`src/rtl/tag_pkg.sv`:
```
package tag_pkg;
  localparam int unsigned TAG_W     = 8;
  localparam int unsigned KEY_W_DEF = 4;
  localparam int unsigned SHIFT_DEF = 2;
endpackage

```
`src/rtl/tag_key_rot.sv`:
```
module tag_key_rot #(
  parameter int unsigned KEY_W = tag_pkg::KEY_W_DEF
) (
  input  logic             clk_i,
  input  logic             rst_ni,
  input  logic             load_i,
  input  logic [KEY_W-1:0] key_i,
  input  logic             adv_i,
  output logic             msb_o
);
  localparam int unsigned MSB = KEY_W - 1;

  logic [KEY_W-1:0] key_q, key_cur;

  function automatic logic [KEY_W-1:0] rotl(input logic [KEY_W-1:0] k);
    if (KEY_W == 1) return k;
    return {k[KEY_W-2:0], k[MSB]};
  endfunction

  // freshly loaded key is visible to a byte arriving with the start strobe
  assign key_cur = load_i ? key_i : key_q;
  assign msb_o   = key_cur[MSB];

  always_ff @(posedge clk_i or negedge rst_ni) begin
    if (!rst_ni)     key_q <= '0;
    else if (adv_i)  key_q <= rotl(key_cur);
    else if (load_i) key_q <= key_i;
  end

  assert_key_rotate_R5: assert property (@(posedge clk_i) disable iff (!rst_ni)
    (adv_i && !load_i) |=> key_q == rotl($past(key_q)));
  assert_key_hold_R8: assert property (@(posedge clk_i) disable iff (!rst_ni)
    (!adv_i && !load_i) |=> $stable(key_q));
  assert_key_load_R6: assert property (@(posedge clk_i) disable iff (!rst_ni)
    (load_i && !adv_i) |=> key_q == $past(key_i));
endmodule

```
`src/rtl/tag_mix.sv`:
```
module tag_mix #(
  parameter int unsigned DATA_W = tag_pkg::TAG_W,
  parameter int unsigned SHIFT  = tag_pkg::SHIFT_DEF
) (
  input  logic [DATA_W-1:0] acc_i,
  input  logic [DATA_W-1:0] data_i,
  input  logic              shift_en_i,
  output logic [DATA_W-1:0] acc_o
);
  logic [DATA_W-1:0] shifted;

  generate
    if (SHIFT >= DATA_W) begin : g_all_out
      assign shifted = '0;
    end else if (SHIFT == 0) begin : g_none
      assign shifted = data_i;
    end else begin : g_shift
      assign shifted = {data_i[DATA_W-1-SHIFT:0], {SHIFT{1'b0}}};
    end
  endgenerate

  assign acc_o = acc_i ^ (shift_en_i ? shifted : data_i);
endmodule

```
`src/rtl/tag_gen.sv`:
```
module tag_gen #(
  parameter int unsigned DATA_W = tag_pkg::TAG_W,
  parameter int unsigned KEY_W  = tag_pkg::KEY_W_DEF,
  parameter int unsigned SHIFT  = tag_pkg::SHIFT_DEF
) (
  input  logic              clk_i,
  input  logic              rst_ni,
  input  logic              start_i,
  input  logic [KEY_W-1:0]  key_i,
  input  logic              valid_i,
  input  logic [DATA_W-1:0] data_i,
  input  logic              last_i,
  output logic [DATA_W-1:0] tag_o,
  output logic              done_o
);
  logic [DATA_W-1:0] acc_q, acc_base, acc_nxt, tag_q;
  logic              shift_en, done_q, fin;

  assign fin      = valid_i && last_i;
  assign acc_base = start_i ? '0 : acc_q;

  tag_key_rot #(.KEY_W(KEY_W)) i_key (
    .clk_i (clk_i),
    .rst_ni(rst_ni),
    .load_i(start_i),
    .key_i (key_i),
    .adv_i (valid_i),
    .msb_o (shift_en)
  );

  tag_mix #(.DATA_W(DATA_W), .SHIFT(SHIFT)) i_mix (
    .acc_i     (acc_base),
    .data_i    (data_i),
    .shift_en_i(shift_en),
    .acc_o     (acc_nxt)
  );

  always_ff @(posedge clk_i or negedge rst_ni) begin
    if (!rst_ni) begin
      acc_q  <= '0;
      tag_q  <= '0;
      done_q <= 1'b0;
    end else begin
      if (valid_i)      acc_q <= acc_nxt;
      else if (start_i) acc_q <= '0;
      if (fin)          tag_q <= acc_nxt;
      done_q <= fin;
    end
  end

  assign tag_o  = tag_q;
  assign done_o = done_q;

  assert_done_after_last_R7: assert property (@(posedge clk_i) disable iff (!rst_ni)
    fin |=> done_o);
  assert_no_spurious_done_R7: assert property (@(posedge clk_i) disable iff (!rst_ni)
    !fin |=> !done_o);
  assert_tag_hold_R7: assert property (@(posedge clk_i) disable iff (!rst_ni)
    !fin |=> $stable(tag_o));
  assert_start_clear_R6: assert property (@(posedge clk_i) disable iff (!rst_ni)
    (start_i && !valid_i) |=> acc_q == '0);
  assert_idle_hold_R8: assert property (@(posedge clk_i) disable iff (!rst_ni)
    (!valid_i && !start_i) |=> $stable(acc_q));
endmodule

```
`config.mk`:
```
export PLATFORM = sky130hd
export DESIGN_NAME = tag_gen
export DESIGN_NICKNAME = d
export VERILOG_FILES = /design/src/rtl/tag_pkg.sv /design/src/rtl/tag_key_rot.sv /design/src/rtl/tag_mix.sv /design/src/rtl/tag_gen.sv
export SDC_FILE = /design/constraint.sdc
export NUM_CORES = 1
export LEC_CHECK = 0
export CAP_MARGIN = 25
export CORE_UTILIZATION = 47
export CTS_BUF_LIST = sky130_fd_sc_hd__clkbuf_4 sky130_fd_sc_hd__clkbuf_8
export DETAILED_ROUTE_END_ITERATION = 8
export GPL_TIMING_DRIVEN = 0
export HOLD_SLACK_MARGIN = 0.12
export PLACE_DENSITY = 0.77
export RECOVER_POWER = 25
export SLEW_MARGIN = 15
export SYNTH_ARGS = -nofsm -noshare
export SYNTH_HDL_FRONTEND = slang
export SYNTH_SLANG_ARGS = --single-unit
```
`constraint.sdc`:
```
create_clock -name clk_i -period 1.4 [get_ports clk_i]
set_clock_uncertainty 0.15 [all_clocks]
set_input_delay 0.28 -clock clk_i [delete_from_list [all_inputs] [get_ports clk_i]]
set_output_delay 0.28 -clock clk_i [all_outputs]
set_load 0.02 [all_outputs]
```
==> results of run 1 <==
worst paths after layout:
path                             endpoint  depth (start not counted)           start  slack (ns)
max in group asynchronous  i_key.key_q[3]                          2          rst_ni        0.42
min reg2reg                      tag_o[3]                          2        tag_o[3]        0.34
max reg2reg                      acc_q[6]                          4  i_key.key_q[3]       -0.06
max                              acc_q[6]                          4  i_key.key_q[3]       -0.06
min in group clk_i                 done_o                          3         valid_i        0.25
min                              tag_o[5]                          1          rst_ni        0.21
sequential cells by signal, indices dropped and copies added, names as in the netlist:
| signal | count |
|---|---|
| i_key.key_q | 4 |
| acc_q | 8 |
| done_o | 1 |
| tag_o | 8 |
metrics by stage:
step	area, µm²	power (mW)	worst slack (ns)
final	1700	1.75	-0.0552
after CTS	1660	1.74	-0.0408
after floorplan	1280	1.16	-0.00322
after global placement	1540	1.36	-0.424
after detailed placement	1540	1.39	-0.441
after global routing	1700	1.85	-0.133
power by group:
part | internal, mW | leakage (nW) | switching [mW]
registers | 0.716 | 0.255 | 0.0685
logic | 0.338 | 0.458 | 0.319
clock network | 0.107 | 0.0177 | 0.197
logic make-up (layout without fill, tap and decap cells):
group	after synthesis	count (layout)
simple gates	39	39
compound gates	21	21
flops	21	21
mux	20	20
xor+xnor	11	11
buf+inv	10	45
layout make-up:
cell class	count	share of cell area
inverter	2	0.00590
clock inverter	1	0.00295
timing repair buffer	31	0.162
tap	30	0.0221
multi-input combinational	91	0.445
buffer	8	0.0383
sequential	21	0.310
clock buffer	3	0.0133
synthesized netlist by cell type:
master,n
or4b_1,1
xor2_1,5
a21o_1,2
nor2b_1,1
mux2_2,1
or3_1,2
or4bb_1,1
o31ai_1,2
mux2i_1,16
buf_4,1
o221ai_1,2
xnor2_1,6
a211oi_1,1
dfrtp_1,21
buf_6,1
o21ai_0,3
o22a_1,1
nor2_1,2
clkbuf_1,1
a21oi_1,5
nand3_1,6
inv_1,1
buf_8,1
a2bb2oi_1,1
o211ai_1,2
nand2b_1,10
buf_2,4
or3b_1,2
mux4_2,2
nand2_1,14
a31oi_1,2
clkinv_1,1
mux2i_4,1
timing repair:
action / 4_1_cts / 5_1_grt
pin swaps: 11 / 7
gates resized for setup: 46 / 15
setup endpoints to repair: 23 / 19
gates cloned: 1 / 0
buffers inserted: 7 / 0
layer usage:
layer / up-vias / global-route usage / part of all wire
met5: - / 0 / 0
li1: 510 / - / -
met4: 0 / 0.0897 / 0.013
met3: 4 / 0.0311 / 0.032
met2: 19 / 0.383 / 0.49
met1: 514 / 0.291 / 0.46
layout by cell type (no fill, tap or decap), types with 3 or more instances in the layout:
| master | Yosys | layout |
|---|---|---|
| mux2i_1 | 16 | 10 |
| mux2i_2 | 0 | 4 |
| mux2i_4 | 1 | 3 |
| a21oi_1 | 5 | 3 |
| clkdlybuf4s50_1 | 0 | 12 |
| nand2b_1 | 10 | 10 |
| nand3_1 | 6 | 4 |
| buf_2 | 4 | 12 |
| xor2_1 | 5 | 5 |
| clkbuf_4 | 0 | 3 |
| nand2_1 | 14 | 13 |
| xnor2_1 | 6 | 6 |
| buf_6 | 1 | 6 |
| buf_8 | 1 | 3 |
| buf_4 | 1 | 3 |
| dfrtp_1 | 21 | 20 |
==> reports/results.txt, run 1 <==
HP Class: input port to async pin
CP max stage delay: 0.48 ns
H-tree Lvls: 1
clock tree sinks: 21
Critical Path Sink Type: flop
Clk pin slew, worst setup/hold paths: 0.13 ns
Final Setup Violations: 11
final hold vios: 0
first-pass GRT wire length: 4680 µm
final worst-path cycle share: 1.04
failing checks: negative setup slack
Final Core Density: 0.673
number of max-cap violations: 0
area leader, netlist: dfrtp_1
Rel. slew slack: 0.660
post-synthesis mux area share: 0.187
post-synthesis instance area: 0.00128 mm²
PwrDens: 1030 mW/mm²
simple-gate share of the synthesized area: 0.165
fmax: 0.687 GHz
#FFs+latches synth: 21
startpoint types: flop
die area: 0.00293 mm²
Syn Nets: 139
initial core utilization: 0.506
top cells by area, synth: dfrtp_1 (41%), mux2i_1 (13%), nand2b_1 (4.9%), nand2_1 (4.1%), xnor2_1 (4.1%)
WP buf/inv: 1
Filler cells: 216
Synth Area in Compound Gates: 0.110
via count: 1047
WL final: 2870 µm
root buffer cell: clkbuf_4
CP top delay family: flip-flops
drt via density: 5.60
DRC viols: 0
final hold slack: 0.213 ns
nets@finish: 175
Cell Chain, Critical Path: mux2i_4, buf_8, mux2i_4, xnor2_1
cell mode on critical path: mux2i_4
post-synth top area share: 0.412
final setup margin: -0.0552 ns
clk buf depth: 2
1st-iter DRT viols: 5
initial antenna violation count: 0
placed cell count: 174
chip height: 54.1 µm
Data arrival, critical path: 1.54 ns
sequential area share after synthesis: 0.412
Layout Cells excl Fill: 187
routed len/inst: 15.4 µm
Port-buffer cells: 22
Adder-Cell Fraction of Synth Area: 0
CTS tree: built
P&R area growth vs syn: 32.9%
RSZ-0062 raised after global routing: true
GP Congestion: 0.803
Antenna diodes: 0
syn_area_per_cell: 10.5 µm²
Post-DP HPWL: 2010 µm
Netlist cell types: 33
required time at the worst-slack endpoint: 1.49 ns
die outline width: 54.1 µm
status: finished with violations
Clk Latency, worst-skew pair: 0.30 ns
Max Slew Vio Count: 0
largest net degree at the start of global routing: 22
peak supply drop: 557 µV
area of the core: 0.00252 mm²
leakage power figure: 0.731 nW
gr usage total: 0.227
setup total negative slack: -0.371 ns
FF+latch area: 527 µm²
post-layout min period: 1.46 ns
Ys Warns: 0
crit path kind: flop to flop
IO Pins: 26
largest family of logic cells by synthesized area: multiplexers
Multi-input gate area: 754 µm²
post-synthesis xor/xnor area fraction: 0.0755
CP Max Fanout: 8
synthesized instance count: 122
cts bufs inserted: 3
Crit-path slowest cell: dfrtp_2
vias in the first global route: 1048
worst slew pin tran: 0.508 ns
# rows: 18
layout cell share with drive strength beyond 1: 0.299
GRT overflow: 0
antenna-violating nets left: 0
CTS hold repair buffers: 0
Pre-antenna DRT Iters: 4
Power figures use the tool's default switching activity.
==> inputs of run 2 (changes only) <==
--- a/config.mk
+++ b/config.mk
@@ -9,6 +9,7 @@
 export CORE_UTILIZATION = 47
 export CTS_BUF_LIST = sky130_fd_sc_hd__clkbuf_4 sky130_fd_sc_hd__clkbuf_8
 export DETAILED_ROUTE_END_ITERATION = 8
+export GPL_ROUTABILITY_DRIVEN = 0
 export GPL_TIMING_DRIVEN = 0
 export HOLD_SLACK_MARGIN = 0.12
 export PLACE_DENSITY = 0.77
==> results of run 2 <==
The final DEF is identical to that of run 1; final timing and power are the same.
